### src/rtl/lrp_pkg.sv
package lrp_pkg;
  localparam int SPD_W = 2;
  typedef logic [SPD_W-1:0] spd_t;
  localparam spd_t SPD_GEN1 = 2'd1;
  localparam spd_t SPD_GEN2 = 2'd2;

  // strobes from control to datapath
  typedef struct packed {
    logic takeRetrain;
    logic commit;
    spd_t commitSpd;
    logic setAutoBw;
  } ctlStb_t;
endpackage

### src/rtl/lrp_ctrl.sv
module lrp_ctrl
  import lrp_pkg::*;
(
  input  logic    clk,
  input  logic    rstN,
  input  logic    retrainWr,
  input  logic    phyFault,
  input  logic    evPartnerReq,
  input  spd_t    partnerReqSpd,
  input  logic    partnerAutoChg,
  input  logic    evChangeDone,
  input  logic    changeOk,
  input  spd_t    targetSpd,
  input  spd_t    curSpd,
  input  logic    partnerGen2Lat,
  input  logic    adv5,
  output ctlStb_t stb,
  output logic    speedChangeReq,
  output logic    recoveryReq
);
  logic busy;
  spd_t pendSpd;
  logic pendAuto;

  logic supported, partnerChg, faultHit, upOk, swChg, doneHit;

  always_comb begin
    supported  = (partnerReqSpd == SPD_GEN1) ||
                 ((partnerReqSpd == SPD_GEN2) && adv5 && partnerGen2Lat);
    partnerChg = supported && (partnerReqSpd != curSpd);
    faultHit   = phyFault && (curSpd == SPD_GEN2);
    upOk       = (targetSpd == SPD_GEN2) ? partnerGen2Lat : 1'b1;
    swChg      = (targetSpd != curSpd) && upOk;
    doneHit    = busy && evChangeDone;
    stb.takeRetrain = !busy && retrainWr && !evPartnerReq && !faultHit;
    stb.commit      = doneHit;
    stb.commitSpd   = changeOk ? pendSpd : SPD_GEN1;
    stb.setAutoBw   = doneHit && changeOk && pendAuto;
  end

  always_ff @(posedge clk or negedge rstN) begin
    if (!rstN) begin
      busy           <= 1'b0;
      pendSpd        <= SPD_GEN1;
      pendAuto       <= 1'b0;
      speedChangeReq <= 1'b0;
      recoveryReq    <= 1'b0;
    end else begin
      recoveryReq <= 1'b0;
      if (!busy) begin
        if (evPartnerReq) begin
          busy           <= 1'b1;
          recoveryReq    <= 1'b1;
          speedChangeReq <= partnerChg;
          pendSpd        <= partnerChg ? partnerReqSpd : curSpd;
          pendAuto       <= partnerChg && partnerAutoChg;
        end else if (faultHit) begin
          busy           <= 1'b1;
          recoveryReq    <= 1'b1;
          speedChangeReq <= 1'b1;
          pendSpd        <= SPD_GEN1;
          pendAuto       <= 1'b0;
        end else if (retrainWr) begin
          busy           <= 1'b1;
          recoveryReq    <= 1'b1;
          speedChangeReq <= swChg;
          pendSpd        <= swChg ? targetSpd : curSpd;
          pendAuto       <= 1'b0;
        end
      end else if (evChangeDone) begin
        busy           <= 1'b0;
        speedChangeReq <= 1'b0;
      end
    end
  end

  // Recovery is only requested from idle
  a_r11_idle_start: assert property (@(posedge clk) disable iff (!rstN)
    recoveryReq |-> !$past(busy));
  // the Recovery request lasts one cycle
  a_r2_single_pulse: assert property (@(posedge clk) disable iff (!rstN)
    recoveryReq |=> !recoveryReq);
  // a raised upgrade request implies the partner showed 5.0 GT/s
  a_r3_up_needs_partner: assert property (@(posedge clk) disable iff (!rstN)
    ($rose(speedChangeReq) && pendSpd == SPD_GEN2) |-> $past(partnerGen2Lat));
  // a failed change lands on 2.5 GT/s
  a_r6_fail_fallback: assert property (@(posedge clk) disable iff (!rstN)
    (busy && evChangeDone && !changeOk) |=> curSpd == SPD_GEN1);
endmodule

### src/rtl/lrp_dp.sv
module lrp_dp
  import lrp_pkg::*;
#(
  parameter bit DOWNSTREAM = 1'b1
) (
  input  logic    clk,
  input  logic    rstN,
  input  logic    tlsWrEn,
  input  spd_t    tlsWrData,
  input  logic    intEnWrEn,
  input  logic    intEnWrData,
  input  logic    stsClrWr,
  input  logic    evCfgComplete,
  input  logic    evRcvrCfg,
  input  logic    partnerGen2,
  input  ctlStb_t stb,
  output spd_t    targetSpd,
  output spd_t    curSpd,
  output logic    adv5,
  output logic    partnerGen2Lat,
  output logic    autoBwSts,
  output logic    bwIrq
);
  logic intEn;

  always_ff @(posedge clk or negedge rstN) begin
    if (!rstN) begin
      targetSpd      <= SPD_GEN2;
      curSpd         <= SPD_GEN1;
      adv5           <= 1'b1;
      partnerGen2Lat <= 1'b0;
      intEn          <= 1'b0;
    end else begin
      if (tlsWrEn && (tlsWrData == SPD_GEN1 || tlsWrData == SPD_GEN2))
        targetSpd <= tlsWrData;
      if (stb.commit)
        curSpd <= stb.commitSpd;
      if (stb.takeRetrain)
        adv5 <= (targetSpd == SPD_GEN2);
      if (evCfgComplete || evRcvrCfg)
        partnerGen2Lat <= partnerGen2;
      if (intEnWrEn)
        intEn <= intEnWrData;
    end
  end

  generate
    if (DOWNSTREAM) begin : g_dsp
      always_ff @(posedge clk or negedge rstN) begin
        if (!rstN)              autoBwSts <= 1'b0;
        else if (stb.setAutoBw) autoBwSts <= 1'b1;
        else if (stsClrWr)      autoBwSts <= 1'b0;
      end
    end else begin : g_usp
      assign autoBwSts = 1'b0;
    end
  endgenerate

  assign bwIrq = autoBwSts && intEn;

  // advertised rates move only on an accepted software retrain
  a_r4_adv_hold: assert property (@(posedge clk) disable iff (!rstN)
    !$past(stb.takeRetrain) |-> $stable(adv5));
  // status rises only after a successful autonomous partner change
  a_r10_sts_source: assert property (@(posedge clk) disable iff (!rstN)
    $rose(autoBwSts) |-> $past(stb.setAutoBw));
endmodule

### src/rtl/link_rate_policy.sv
module link_rate_policy
  import lrp_pkg::*;
#(
  parameter bit DOWNSTREAM = 1'b1
) (
  input  logic       clk,
  input  logic       rstN,
  input  logic       tlsWrEn,
  input  logic [1:0] tlsWrData,
  input  logic       retrainWr,
  input  logic       intEnWrEn,
  input  logic       intEnWrData,
  input  logic       stsClrWr,
  input  logic       partnerGen2,
  input  logic       evCfgComplete,
  input  logic       evRcvrCfg,
  input  logic       phyFault,
  input  logic       evPartnerReq,
  input  logic [1:0] partnerReqSpd,
  input  logic       partnerAutoChg,
  input  logic       evChangeDone,
  input  logic       changeOk,
  output logic [1:0] advRates,
  output logic       speedChangeReq,
  output logic       recoveryReq,
  output logic       autoChgBit,
  output logic [1:0] curSpd,
  output logic [1:0] targetSpd,
  output logic       hasdRd,
  output logic       autoBwSts,
  output logic       bwIrq
);
  ctlStb_t stb;
  logic    adv5;
  logic    partnerGen2Lat;

  lrp_ctrl i_ctrl (
    .clk(clk), .rstN(rstN), .retrainWr(retrainWr), .phyFault(phyFault),
    .evPartnerReq(evPartnerReq), .partnerReqSpd(partnerReqSpd),
    .partnerAutoChg(partnerAutoChg), .evChangeDone(evChangeDone),
    .changeOk(changeOk), .targetSpd(targetSpd), .curSpd(curSpd),
    .partnerGen2Lat(partnerGen2Lat), .adv5(adv5), .stb(stb),
    .speedChangeReq(speedChangeReq), .recoveryReq(recoveryReq)
  );

  lrp_dp #(.DOWNSTREAM(DOWNSTREAM)) i_dp (
    .clk(clk), .rstN(rstN), .tlsWrEn(tlsWrEn), .tlsWrData(tlsWrData),
    .intEnWrEn(intEnWrEn), .intEnWrData(intEnWrData), .stsClrWr(stsClrWr),
    .evCfgComplete(evCfgComplete), .evRcvrCfg(evRcvrCfg),
    .partnerGen2(partnerGen2), .stb(stb), .targetSpd(targetSpd),
    .curSpd(curSpd), .adv5(adv5), .partnerGen2Lat(partnerGen2Lat),
    .autoBwSts(autoBwSts), .bwIrq(bwIrq)
  );

  assign advRates   = {adv5, 1'b1};
  assign autoChgBit = 1'b0;
  assign hasdRd     = 1'b0;
endmodule

### config.mk
export PLATFORM = sky130hd
export DESIGN_NAME = link_rate_policy
export DESIGN_NICKNAME = d
export VERILOG_FILES = /design/src/rtl/lrp_pkg.sv /design/src/rtl/lrp_ctrl.sv /design/src/rtl/lrp_dp.sv /design/src/rtl/link_rate_policy.sv
export SDC_FILE = /design/constraint.sdc
export NUM_CORES = 1
export LEC_CHECK = 0
export BUFFER_PORTS_ARGS = -buffer_cell sky130_fd_sc_hd__buf_4
export CAP_MARGIN = 20
export CORE_MARGIN = 4
export CORE_UTILIZATION = 42
export CTS_CLUSTER_SIZE = 25
export DETAILED_ROUTE_END_ITERATION = 10
export PLACE_DENSITY = 0.76
export SYNTH_ARGS = -nofsm -noshare
export SYNTH_HDL_FRONTEND = slang
export SYNTH_SLANG_ARGS = --single-unit
### constraint.sdc
create_clock -name clk -period 2.35 [get_ports clk]
set_input_delay 0.235 -clock clk [delete_from_list [all_inputs] [get_ports clk]]
set_output_delay 0.235 -clock clk [all_outputs]
set_load 0.03 [all_outputs]
==> metrics.txt, run 1 <==
outcome=completed; synthesis-stage register bit count=14; Non-Filler Instances=136; Placed Area=991 um2; Max Cap Viol=0; synth warn=0; initial core utilization=45.3%; Final nets=131; CTS buffer count=3; Antenna Nets Post-Route=0; Leak=0.000486 uW; combinational share of power=31.2%; critical path peak fanout=6; Hold Violations, Final=0; Min Hold Slack=134 ps; endpoint type of the worst setup path=register; Std-Cell Rows=15; drt initial violations=9; Distinct cells, synth=34; cell area after synthesis=800 um2; Net Sw Frac=33.2%; Most Crowded Layer GR=met2; Sequential Power Share=45.5%; Syn Inst Count=84; Setup WS pre-CTS=924 ps; clk_lat worst skew=280 ps; Total GRT Usage=14.5%; Syn Area/Cell=9.52 um2; Seq/Total Area, Yosys=44.4%; VDD IR-drop max=0.466 mV; critical path class=reg -> reg; drt pass-1 iters=4; slowest CP cell=dfstp_2; XOR/XNOR Fraction of Synth Area=2.19%; crit path launch type=register; met2 Use GR=25.6%; main combinational cell family by area after synthesis=compound AO/OA/AOI/OAI gates; final setup vio count=0; fmax=689 MHz; Internal=488 uW; initial antenna violation count=0; Placer Congestion=0.823; grt ovf=0; Final Cycle Share=61.8%; total number of vias=686; vias in the first global route=689; number of diodes=0; top_reg_cell synth=dfrtp_1; clock slew seen by the registers of the worst setup and hold paths=80 ps; core area=1760 um2; number of synthesized flops with an enable pin=0; Critical Path, Cell by Cell=nor3b_1 > a21oi_1 > o22a_1 > a22o_1; Setup Skew=3.17 ps; buffer and inverter count on the worst path=0; clock root cell=clkbuf_4; pwr dens=705 nW/um2; Compound-Gate Fraction of Synth Area=20.5%; pin count of the biggest net entering global routing=15; clk sinks=14; total net switching power=243 uW; RSZ-0062 raised after global routing=false; GR Util met1=15.9%; fin crit period=1450 ps; crit path DAT=1620 ps; met3 Use GR=5.16%; Post-synth ARST share=100%; Final Max Slew Viols=0; clock network power share=23.3%; share of cells above drive strength 1=38.7%; largest stage delay on the critical path=580 ps; # H-tree levels=1; Final HPWL DP=1.41 mm; DIE AREA=2670 um2; TNS Setup=0 ps; post-synthesis mux area share=2.82%; dpl cells=131; WP data required=2520 ps; adder-cell area share of the yosys netlist=0%; final wirelength=1.75 mm; Die Ht=51.6 um; PortBufs=27; first-pass GRT wire length=2.88 mm; final instance area=1040 um2; Via-to-Cell Ratio=5.04; simple logic cell fraction of the synthesized area=20.5%; Ports=31; DR DRC count=0; CP top delay family=flip-flops; Area Growth Syn to Fin=29.7%; Die Wd=51.6 um; clock buffer depth=2; Worst Hold Class=in -> reg; Avg WL per Cell=12.9 um; final worst slack=898 ps; CTS tree=done
-- cells by family after synthesis --
| group | Yosys count |
|---|---|
| flip-flops | 14 |
| other | 2 |
| AND/OR/NAND/NOR | 27 |
| XOR/XNOR | 2 |
| AO/OA/AOI/OAI | 25 |
| multiplexers | 2 |
| buffers and inverters | 12 |
-- timing repair --
item,CTS,global route
endpoints found under the setup margin,0,0
hold buffers,1,0
gates resized for setup,0,0
hold endpoints to repair,10,0
setup buffers,0,0
-- worst register-to-register path: stages, from the launching register on --
cell and delay, ps:
dfstp_2 580, nor3b_1 260, a21oi_1 80, o22a_1 200, a22o_1 220
-- final cells by class --
class / count / area (um2)
Sequential cell: 14 / 355
Clock buffer: 4 / 36.3
Timing Repair Buffer: 28 / 213
Multi-Input combinational cell: 59 / 379
Tap cell: 25 / 31.3
Inverter: 6 / 22.5
Fill cell: 181 / 727
-- power groups by stage --
| stage | Combinational, uW | Clock (uW) | Sequential [uW] |
|---|---|---|---|
| final | 228 | 171 | 333 |
| after global routing | 247 | 192 | 340 |
| after CTS | 229 | 176 | 333 |
| after detailed placement | 226 | 0 | 338 |
| after global placement | 222 | 0 | 335 |
| after floorplan | 134 | 0 | 354 |
-- cell usage after synthesis (2+ instances only) --
library cell / number / area, um2
conb_1: 2 / 7.51
xnor2_1: 2 / 17.5
nand2_1: 8 / 30.0
dfrtp_1: 10 / 250
a21oi_1: 4 / 20.0
inv_1: 6 / 22.5
mux2_2: 2 / 22.5
dfstp_2: 4 / 105
nor2_1: 4 / 15.0
and2_1: 2 / 12.5
nand3_1: 3 / 15.0
o22ai_1: 3 / 18.8
nand2b_1: 2 / 12.5
o21ai_0: 9 / 45.0
buf_4: 4 / 30.0
-- cells in the final DEF (no fill, tap or decap), types with 2 or more instances in the layout --
master	synthesis	final
dfrtp_1	10	10
o21ai_0	9	9
a21oi_1	4	4
clkbuf_4	0	3
inv_1	6	6
conb_1	2	3
o22ai_1	3	3
nand3_1	3	3
nor2_1	4	4
dfstp_2	4	4
xnor2_1	2	2
nand2_1	8	8
nand2b_1	2	2
mux2_2	2	2
buf_4	4	27
and2_1	2	2
-- sequential cells by signal (all words and copies together), names as in the netlist --
signal / cells
i_dp.targetSpd: 2
i_dp.intEn: 1
i_ctrl.recoveryReq: 1
i_ctrl.pendSpd: 2
i_ctrl.speedChangeReq: 1
i_dp.autoBwSts: 1
i_ctrl.pendAuto: 1
i_dp.curSpd: 2
i_dp.adv5: 1
i_dp.partnerGen2Lat: 1
i_ctrl.busy: 1
-- metal layers --
| layer | wire length, um | part of all wire, % |
|---|---|---|
| met5 | 0 | 0 |
| met4 | 48 | 2.7 |
| met3 | 97 | 5.5 |
| met2 | 898 | 51 |
| met1 | 708 | 40 |
-- path summary, 6_finish.rpt --
path	startpoint	slack [ps]	end	cells past startpoint
worst max-delay path	i_dp.targetSpd[1]	900	i_ctrl.speedChangeReq	4
worst min-delay path	stsClrWr	130	i_dp.autoBwSts	2
worst max register to register	i_dp.targetSpd[1]	900	i_ctrl.speedChangeReq	4
worst min register to register	i_ctrl.pendSpd[1]	500	i_ctrl.pendSpd[1]	1
max in group asynchronous	rstN	1770	i_dp.adv5	2
min in group asynchronous	rstN	340	i_dp.autoBwSts	2
-- through the flow --
stage               total power [uW]  utilization [%]
floorplan                        487                -
global placement                 556             56.2
detailed placement               564             56.2
CTS                              737             58.8
global route                     779             58.8
finish                           731             58.8
Power figures use the tool's default switching activity.
==> run 2: changes to the inputs <==
==> constraint.sdc (replaced) <==
create_clock -name clk -period 1.45 [get_ports clk]
set_input_delay 0.145 -clock clk [delete_from_list [all_inputs] [get_ports clk]]
set_output_delay 0.145 -clock clk [all_outputs]
set_load 0.03 [all_outputs]
==> run 2 against run 1 <==
Via count rose by 4.1%; register-to-register slack got worse by 840 ps; setup slack got worse by 840 ps; combinational power rose by 72%; core utilization rose by 2.0 points; first-iteration DRC count up 110%; clock-buffer cell count unchanged; die area stayed put; clock power rose by 70%; hold slack got worse by 86 ps; largest power group unchanged.
==> metrics.txt, run 2 (synthesized netlist as in run 1, its figures left out) <==
outcome=completed; largest stage delay on the critical path=620 ps; CTS tree=done; Final Max Slew Viols=0; Critical Path, Cell by Cell=nand3b_4 > nand2_4 > o22a_1 > a22o_1; crit path DAT=1580 ps; Ports=31; Leak=0.000505 uW; DIE AREA=2670 um2; Setup Skew=5.16 ps; Final nets=134; Total GRT Usage=14.4%; Max Cap Viol=0; final wirelength=1.84 mm; initial antenna violation count=0; core area=1760 um2; Final Cycle Share=95.9%; most common cell after layout, fill and taps aside=buf_4; grt ovf=0; number of diodes=0; Die Wd=51.6 um; Area Growth Syn to Fin=34.1%; Min Hold Slack=48.6 ps; slowest CP cell=dfstp_2; DR DRC count=0; clk_lat worst skew=290 ps; final setup vio count=0; drt pass-1 iters=4; # H-tree levels=1; buffer and inverter count on the worst path=0; Hold Violations, Final=0; Via-to-Cell Ratio=5.14; Avg WL per Cell=13.2 um; most frequent cells in the layout=buf_4 (30), o21ai_0 (9), dfrtp_1 (9); Final HPWL DP=1.36 mm; critical path peak fanout=8; fmax=719 MHz; CTS buffer count=3; WP data required=1640 ps; clock slew seen by the registers of the worst setup and hold paths=90 ps; clk sinks=14; worst reg2reg path depth=4; fin crit period=1390 ps; crit path launch type=register; Min-Delay Path Depth=2; endpoint type of the worst setup path=register; instance count on the critical path=4; clock root cell=clkbuf_4; clock buffer depth=2; share of cells above drive strength 1=42.1%; Util after Layout=60.8%; top flop regs=i_ctrl.pendSpd (2), i_dp.curSpd (2), i_dp.targetSpd (2); initial core utilization=45.3%; Worst Hold Class=in -> reg; first-pass GRT wire length=2.84 mm; Die Ht=51.6 um; vias in the first global route=670; Placer Congestion=0.821; Antenna Nets Post-Route=0; drt initial violations=19; VDD IR-drop max=0.697 mV; pwr dens=1140 nW/um2; CP top delay family=flip-flops; total number of vias=714; Std-Cell Rows=15; critical path class=reg -> reg; pin count of the biggest net entering global routing=15; PortBufs=27
==> run 2: final cells by class <==
| type | instances | area, um2 |
|---|---|---|
| Clock buffer | 4 | 36.3 |
| Fill cell | 157 | 692 |
| Inverter | 6 | 22.5 |
| Multi-Input combinational cell | 59 | 390 |
| Sequential cell | 14 | 357 |
| Tap cell | 25 | 31.3 |
| Timing Repair Buffer | 31 | 235 |
==> run 2: through the flow <==
stage	instances	TNS, ps	total power, uW	area (um2)	worst slack [ps]
2_1_floorplan	85	0	793	810	4.63
3_5_place_dp	131	0	914	997	56.5
4_1_cts	136	0	1210	1040	37.6
5_1_grt	139	-4.04	1300	1070	-4.04
6_report	139	0	1230	1070	59.3
3_3_place_gp	131	0	908	997	84.9
==> run 2: final timing paths <==
check	startpoint	to	slack [ps]
max in group asynchronous	rstN	i_dp.adv5	970
worst max-delay path	i_dp.curSpd[0]	i_ctrl.speedChangeReq	60
min in group asynchronous	rstN	i_ctrl.recoveryReq	240
worst min register to register	i_dp.intEn	i_dp.intEn	510
worst min-delay path	stsClrWr	i_dp.autoBwSts	50
worst max register to register	i_dp.curSpd[0]	i_ctrl.speedChangeReq	60
==> run 2: power by group <==
part / total [uW] / switching, uW / internal, uW
Clock: 291 / 138 / 153
Combinational: 392 / 203 / 190
Sequential: 544 / 77.2 / 467
==> run 2: metal layers <==
layer | GRT usage, % | vias to the layer above | wire length, um
met5 | 0 | - | 0
met4 | 7.42 | 0 | 27
met3 | 3.72 | 3 | 89
met2 | 23.7 | 24 | 907
met1 | 17.2 | 343 | 812
li1 | - | 344 | -
==> run 2: worst reg2reg max path, delay by kind of cell (launching register included) <==
kind	cells	cell delay (ps)
AND/OR/NAND/NOR	2	280
AO/OA/AOI/OAI	2	400
flip-flops	1	620
==> run 2: what timing repair did <==
action | in CTS | in global routing
buffers inserted | 0 | 3
hold endpoints to repair | 14 | 0
endpoints found under the setup margin | 0 | 1
resized for setup | 0 | 1
hold buffers | 1 | 0
